===== config.mk =====
export PLATFORM = sky130hd
export DESIGN_NAME = ptw_walker
export DESIGN_NICKNAME = d
export VERILOG_FILES = /design/src/rtl/ptw_pkg.sv /design/src/rtl/ptw_addr_gen.sv /design/src/rtl/ptw_entry_upd.sv /design/src/rtl/ptw_walker.sv
export SDC_FILE = /design/constraint.sdc
export NUM_CORES = 1
export LEC_CHECK = 0
export ABC_AREA = 1
export BUFFER_PORTS_ARGS = -buffer_cell sky130_fd_sc_hd__buf_2
export CAP_MARGIN = 40
export CORE_ASPECT_RATIO = 1.75
export CORE_MARGIN = 4
export CORE_UTILIZATION = 55
export CTS_CLUSTER_DIAMETER = 60
export CTS_CLUSTER_SIZE = 12
export DETAILED_ROUTE_END_ITERATION = 7
export GPL_ROUTABILITY_DRIVEN = 0
export PLACE_DENSITY_LB_ADDON = 0.15
export SYNTH_ARGS = -nofsm -noshare
export SYNTH_HDL_FRONTEND = slang
export SYNTH_SLANG_ARGS = --single-unit

===== constraint.sdc =====
create_clock -name clk -period 3.08 [get_ports clk]
set_input_delay 0.616 -clock clk [delete_from_list [all_inputs] [get_ports clk]]
set_output_delay 0.616 -clock clk [all_outputs]
set_load 0.02 [all_outputs]

===== src/rtl/ptw_pkg.sv =====
package ptw_pkg;

    localparam int ENTRY_W = 32;
    localparam int V_BIT   = 31;
    localparam int U_BIT   = 30;
    localparam int D_BIT   = 29;

    typedef enum logic [2:0] {
        S_IDLE,
        S_RD_ROOT,
        S_WT_ROOT,
        S_RD_LEAF,
        S_WT_LEAF,
        S_WR_LEAF,
        S_WT_WR,
        S_REPORT
    } walk_state_e;

endpackage


===== src/rtl/ptw_addr_gen.sv =====
module ptw_addr_gen #(
    parameter int VA_W     = 31,
    parameter int PA_W     = 27,
    parameter int OFF_W    = 12,
    parameter int L2_IDX_W = 10,
    parameter int PPN_W    = 15
) (
    input  logic [VA_W-1:0]  vaddr,
    input  logic [PA_W-1:0]  root_base,
    input  logic [PA_W-1:0]  leaf_base,
    input  logic [PPN_W-1:0] leaf_ppn,
    output logic [PA_W-1:0]  root_addr,
    output logic [PA_W-1:0]  leaf_addr,
    output logic [PA_W-1:0]  paddr
);
    localparam int L1_IDX_W = VA_W - OFF_W - L2_IDX_W;
    localparam int L2_LSB   = OFF_W;
    localparam int L1_LSB   = OFF_W + L2_IDX_W;

    logic [L1_IDX_W-1:0] idx_root;
    logic [L2_IDX_W-1:0] idx_leaf;

    assign idx_root = vaddr[L1_LSB +: L1_IDX_W];
    assign idx_leaf = vaddr[L2_LSB +: L2_IDX_W];

    // entries are 4 bytes: index scaled by 4
    assign root_addr = root_base + {{(PA_W-L1_IDX_W-2){1'b0}}, idx_root, 2'b00};
    assign leaf_addr = leaf_base + {{(PA_W-L2_IDX_W-2){1'b0}}, idx_leaf, 2'b00};
    assign paddr     = {leaf_ppn, vaddr[OFF_W-1:0]};

endmodule


===== src/rtl/ptw_entry_upd.sv =====
module ptw_entry_upd
    import ptw_pkg::*;
(
    input  logic [ENTRY_W-1:0] old_entry,
    input  logic               is_store,
    output logic [ENTRY_W-1:0] new_entry,
    output logic               changed
);
    always_comb begin
        new_entry        = old_entry;
        new_entry[U_BIT] = 1'b1;
        if (is_store) begin
            new_entry[D_BIT] = 1'b1;
        end
        changed = (new_entry != old_entry);
    end

endmodule


===== src/rtl/ptw_walker.sv =====
module ptw_walker
    import ptw_pkg::*;
#(
    parameter int VA_W     = 31,
    parameter int PA_W     = 27,
    parameter int OFF_W    = 12,
    parameter int L2_IDX_W = 10
) (
    input  logic               clk,
    input  logic               rst_n,
    input  logic               req_valid,
    output logic               req_ready,
    input  logic [VA_W-1:0]    req_vaddr,
    input  logic               req_store,
    input  logic [PA_W-1:0]    root_base,
    output logic               mem_req_valid,
    output logic               mem_req_write,
    output logic [PA_W-1:0]    mem_req_addr,
    output logic [ENTRY_W-1:0] mem_req_wdata,
    input  logic               mem_rsp_valid,
    input  logic [ENTRY_W-1:0] mem_rsp_rdata,
    output logic               done_valid,
    output logic               done_fault,
    output logic [PA_W-1:0]    done_paddr,
    output logic               busy
);
    localparam int PPN_W = PA_W - OFF_W;

    walk_state_e state_q, state_d;

    logic [VA_W-1:0]    va_q;
    logic               store_q;
    logic [PA_W-1:0]    leaf_base_q;
    logic [PA_W-1:0]    leaf_addr_q;
    logic [ENTRY_W-1:0] wb_q;
    logic [PA_W-1:0]    paddr_q;
    logic               fault_q;

    logic [PA_W-1:0]    root_addr_c, leaf_addr_c, paddr_c;
    logic [ENTRY_W-1:0] upd_entry_c;
    logic               upd_changed_c;

    ptw_addr_gen #(
        .VA_W(VA_W), .PA_W(PA_W), .OFF_W(OFF_W),
        .L2_IDX_W(L2_IDX_W), .PPN_W(PPN_W)
    ) u_addr (
        .vaddr     (va_q),
        .root_base (root_base),
        .leaf_base (leaf_base_q),
        .leaf_ppn  (mem_rsp_rdata[PPN_W-1:0]),
        .root_addr (root_addr_c),
        .leaf_addr (leaf_addr_c),
        .paddr     (paddr_c)
    );

    ptw_entry_upd u_upd (
        .old_entry (mem_rsp_rdata),
        .is_store  (store_q),
        .new_entry (upd_entry_c),
        .changed   (upd_changed_c)
    );

    // state register
    always_ff @(posedge clk) begin
        if (!rst_n) begin
            state_q <= S_IDLE;
        end else begin
            state_q <= state_d;
        end
    end

    // next state
    always_comb begin
        state_d = state_q;
        unique case (state_q)
            S_IDLE:    if (req_valid) state_d = S_RD_ROOT;
            S_RD_ROOT: state_d = S_WT_ROOT;
            S_WT_ROOT: if (mem_rsp_valid)
                           state_d = mem_rsp_rdata[V_BIT] ? S_RD_LEAF : S_REPORT;
            S_RD_LEAF: state_d = S_WT_LEAF;
            S_WT_LEAF: if (mem_rsp_valid)
                           state_d = (mem_rsp_rdata[V_BIT] && upd_changed_c)
                                     ? S_WR_LEAF : S_REPORT;
            S_WR_LEAF: state_d = S_WT_WR;
            S_WT_WR:   if (mem_rsp_valid) state_d = S_REPORT;
            S_REPORT:  state_d = S_IDLE;
            default:   state_d = S_IDLE;
        endcase
    end

    // walk datapath
    always_ff @(posedge clk) begin
        if (!rst_n) begin
            va_q        <= '0;
            store_q     <= 1'b0;
            leaf_base_q <= '0;
            leaf_addr_q <= '0;
            wb_q        <= '0;
            paddr_q     <= '0;
            fault_q     <= 1'b0;
        end else begin
            if (state_q == S_IDLE && req_valid) begin
                va_q    <= req_vaddr;
                store_q <= req_store;
                paddr_q <= '0;
                fault_q <= 1'b0;
            end
            if (state_q == S_WT_ROOT && mem_rsp_valid) begin
                if (mem_rsp_rdata[V_BIT]) leaf_base_q <= mem_rsp_rdata[PA_W-1:0];
                else                      fault_q     <= 1'b1;
            end
            if (state_q == S_RD_LEAF) begin
                leaf_addr_q <= leaf_addr_c;
            end
            if (state_q == S_WT_LEAF && mem_rsp_valid) begin
                if (mem_rsp_rdata[V_BIT]) begin
                    paddr_q <= paddr_c;
                    wb_q    <= upd_entry_c;
                end else begin
                    fault_q <= 1'b1;
                end
            end
        end
    end

    // outputs
    always_comb begin
        req_ready     = (state_q == S_IDLE);
        busy          = (state_q != S_IDLE);
        mem_req_valid = 1'b0;
        mem_req_write = 1'b0;
        mem_req_addr  = '0;
        mem_req_wdata = '0;
        done_valid    = 1'b0;
        unique case (state_q)
            S_RD_ROOT: begin
                mem_req_valid = 1'b1;
                mem_req_addr  = root_addr_c;
            end
            S_RD_LEAF: begin
                mem_req_valid = 1'b1;
                mem_req_addr  = leaf_addr_c;
            end
            S_WR_LEAF: begin
                mem_req_valid = 1'b1;
                mem_req_write = 1'b1;
                mem_req_addr  = leaf_addr_q;
                mem_req_wdata = wb_q;
            end
            S_REPORT:  done_valid = 1'b1;
            default:   ;
        endcase
        done_fault = done_valid & fault_q;
        done_paddr = done_valid ? paddr_q : '0;
    end


    single_req_chk: assert property (@(posedge clk) disable iff (!rst_n)
        mem_req_valid |=> !mem_req_valid);


    wb_bits_chk: assert property (@(posedge clk) disable iff (!rst_n)
        (mem_req_valid && mem_req_write) |-> (mem_req_wdata[V_BIT] && mem_req_wdata[U_BIT]));


    fault_zero_chk: assert property (@(posedge clk) disable iff (!rst_n)
        done_fault |-> (done_valid && done_paddr == '0));


    accept_busy_chk: assert property (@(posedge clk) disable iff (!rst_n)
        (req_valid && req_ready) |=> busy);


    done_release_chk: assert property (@(posedge clk) disable iff (!rst_n)
        done_valid |=> (!busy && req_ready));


    no_req_idle_chk: assert property (@(posedge clk) disable iff (!rst_n)
        req_ready |-> !mem_req_valid);

endmodule


==> flow_metrics.env <==
export IMPL_synth_adder_area_share_pct=3.42
export IMPL_ys_seq_area_share_pct=36.4
export IMPL_fmaxAchievable_mhz=335
export IMPL_drc_errors=0
export IMPL_cpPeakStageDelay_ns=0.38
export IMPL_cts_root_buf="clkbuf_16"
export IMPL_tightest_slew_ns=0.661
export IMPL_synth_top_family_by_area="simple AND/OR/NAND/NOR gates"
export IMPL_min_delay_start="wb_q[24]"
export IMPL_p_seq_share_pct=36.6
export IMPL_regToRegSetupSlack_ns=1.03
export IMPL_slowest_stage="fa_2"
export IMPL_vias=8843
export IMPL_area_growth_pct=21.6
export IMPL_grt_pass1_wl_um=38800
export IMPL_swShare_pct=36.9
export IMPL_clock_latency_ns=0.42
export IMPL_synthesis_nets=1366
export IMPL_netlist_area_sq_um=8130
export IMPL_cts_buffers=17
export IMPL_ant_nets=0
export IMPL_io_buffers=186
export IMPL_syn_inst=1250
export IMPL_layout_commonest_cell="nand2_1"
export IMPL_drive_gt1_share_pct=21.4
export IMPL_drt_initial_drc_count=469
export IMPL_synthMuxAreaShare_pct=0
export IMPL_ys_types=37
export IMPL_critPathCaptureType="primary output"
export IMPL_cpLargestDelayFamily="simple AND/OR/NAND/NOR gates"
export IMPL_first_pass_iters=5
export IMPL_wl_um=24600
export IMPL_wl_per_cell_um=15.4
export IMPL_overflow=0
export IMPL_synth_compound_area_share_pct=14.1
export IMPL_min_path_type="flop to flop"
export IMPL_pin_count=187
export IMPL_skew_ns=0.0131
export IMPL_path_cells="ha_4 > fa_2 > nand3_1 > nand3_2 > nand2_1 > nand3_1 > nand2_1 > nand3_1 > nand3_1 > nand3_1 > buf_2"
export IMPL_ys_seq_elements=148
export IMPL_antenna_found_initial=0
export IMPL_cp_start_kind="flop"
export IMPL_setup_tns_final_ns=0
export IMPL_p_sw_mw=2.25
export IMPL_crit_start="leaf_base_q[2]"
export IMPL_relSlewSlack_pct=55.9
export IMPL_die_x_um=99.9
export IMPL_core_area_sq_um=14400
export IMPL_cts_num_sinks=148
export IMPL_path_class="flop to primary output"
export IMPL_grt_usage_pct=28.2
export IMPL_endpoint="mem_req_addr[26]"
export IMPL_syn_area_per_cell_sq_um=6.51
export IMPL_crit_top_cell="nand3_1"
export IMPL_final_nets=1524
export IMPL_ctsHoldBuffers=0
export IMPL_worstPathArrival_ns=2.37
export IMPL_status="finished, final reports clean"
export IMPL_yosys_warnings=0
export IMPL_fillers=1343
export IMPL_layout_common_cells="nand2_1 (303), buf_2 (185), nand3_1 (180)"
export IMPL_cts_tree="yes"
export IMPL_synth_xor_area_share_pct=0
export IMPL_die_area_sq_um=16900
export IMPL_maxCapViolations=0
export IMPL_rr_worst_depth=6
export IMPL_clk_path_buf_depth=2
export IMPL_cellPowerDensity_nw_per_um2=616
export IMPL_setup_violations=0
export IMPL_p_comb_share_pct=27.9
export IMPL_regToRegEndpoint="store_q"
export IMPL_vias_per_cell=5.52
export IMPL_die_height_um=169
export IMPL_clk_pin_slew_ns=0.07
export IMPL_rows=58
export IMPL_dp_hpwl_um=18100
export IMPL_cp_depth=11
export IMPL_finalPower_mw=6.09
export IMPL_post_route_util_pct=68.5
export IMPL_clkPwrFrac_pct=35.4
export IMPL_grt_max_degree=74
export IMPL_finalHoldViolations=0
export IMPL_cts_max_level=4
export IMPL_leakagePower_nw=4.38
export IMPL_worstPathRequired_ns=2.46
export IMPL_fin_crit_sh_pct=97.1
export IMPL_initial_core_util_pct=56.3
export IMPL_antennaDiodeCount=0
export IMPL_critPathMaxFanout=5
export IMPL_min_period_ns=2.99
export IMPL_crit_buf_inv=1
export IMPL_finalMaxSlewViolations=0
export IMPL_synth_simple_area_share_pct=35.4
export IMPL_power_internal_mw=3.84
export IMPL_grt_pass1_vias=8288
export IMPL_irDropWorstVdd_mv=0.447
export IMPL_rr_startpoint="state_q[2]"
registers in the layout (all words and copies together), names as in the netlist:
register / cells
leaf_addr_q: 27
wb_q: 31
state_q: 3
leaf_base_q: 27
va_q: 31
store_q: 1
fault_q: 1
paddr_q: 27
Yosys cell counts (all sizes together):
library cell  number  share of area [%]
buf               36                2.7
inv              148                6.8
o21ai             49                3.0
nor2             106                5.7
a21boi             1               0.14
nand4              7               0.54
nand2b             2               0.15
a21oi            169                 10
ha                19                2.9
a211oi             2               0.25
nand3b             6               0.55
nor3              14                1.1
nand2            320                 15
a31oi              1              0.077
nand3            188                 12
dfxtp            148                 36
o311ai             1               0.11
clkbuf            24                1.1
fa                 2               0.49
or2                6               0.46
a21o               1              0.092
logic make-up (layout without fill, tap and decap cells):
logic type / after synthesis / in the layout
adders and majority gates: 21 / 21
buffers and inverters: 208 / 379
AOI/OAI and AO/OA: 224 / 224
DFF: 148 / 148
and+or+nand+nor: 649 / 649
worst min-delay path by stage:
stage | to | slack [ns] | depth (start not counted)
global placement | wb_q[28] | 0.44 | 2
floorplan | wb_q[20] | 0.43 | 2
finish | wb_q[24] | 0.45 | 2
detailed placement | wb_q[24] | 0.45 | 2
global route | va_q[28] | 0.46 | 3
CTS | va_q[0] | 0.45 | 3
power groups by stage:
| stage | logic [mW] | clock network, mW | registers (mW) |
|---|---|---|---|
| 2_1_floorplan | 1.24 | 0 | 2.21 |
| 3_3_place_gp | 1.64 | 0 | 2.26 |
| 3_5_place_dp | 1.65 | 0 | 2.26 |
| 4_1_cts | 1.66 | 2.18 | 2.22 |
| 5_1_grt | 1.88 | 2.25 | 2.25 |
| 6_report | 1.70 | 2.16 | 2.23 |
through the flow:
stage	hold WS [ns]	setup WS [ns]	std cells	cell area (sq um)
final	0.454	0.0906	1601	9890
after global routing	0.462	-0.0109	1601	9890
after CTS	0.452	0.00926	1600	9730
after detailed placement	0.446	-0.0303	1567	9090
after global placement	0.439	-0.000816	1567	9090
after floorplan	0.430	0.293	1250	8130
layout make-up:
| class | instances | area [sq um] | area share [%] |
|---|---|---|---|
| Sequential cell | 148 | 2960 | 30.0 |
| Timing Repair Buffer | 199 | 1060 | 10.7 |
| Tap cell | 180 | 225 | 2.28 |
| Multi-Input combinational cell | 894 | 4480 | 45.2 |
| Clock buffer | 17 | 425 | 4.30 |
| Inverter | 148 | 557 | 5.63 |
| Clock inverter | 15 | 189 | 1.91 |
what timing repair did:
action,4_1_cts,5_1_grt
gates resized for setup,5,37
cloned,0,0
pin swaps,1,4
setup buffers,1,1
endpoints found under the setup margin,10,20
layer usage:
metal | global-route usage, % | part of all wire, % | routed length [um]
met5 | 0 | 0 | 0
met4 | 15.8 | 4.3 | 1060
met3 | 4.21 | 5.8 | 1440
met2 | 51.1 | 53 | 13100
met1 | 30.7 | 36 | 8980
tightest hold or removal path: cells and delay by family, from the launching register on:
family                 cells  cell delay [ns]
AO/OA/AOI/OAI              1             0.05
flip-flops                 1             0.30
buffers and inverters      1             0.06
Note: power is estimated with default switching activity, not from simulation.
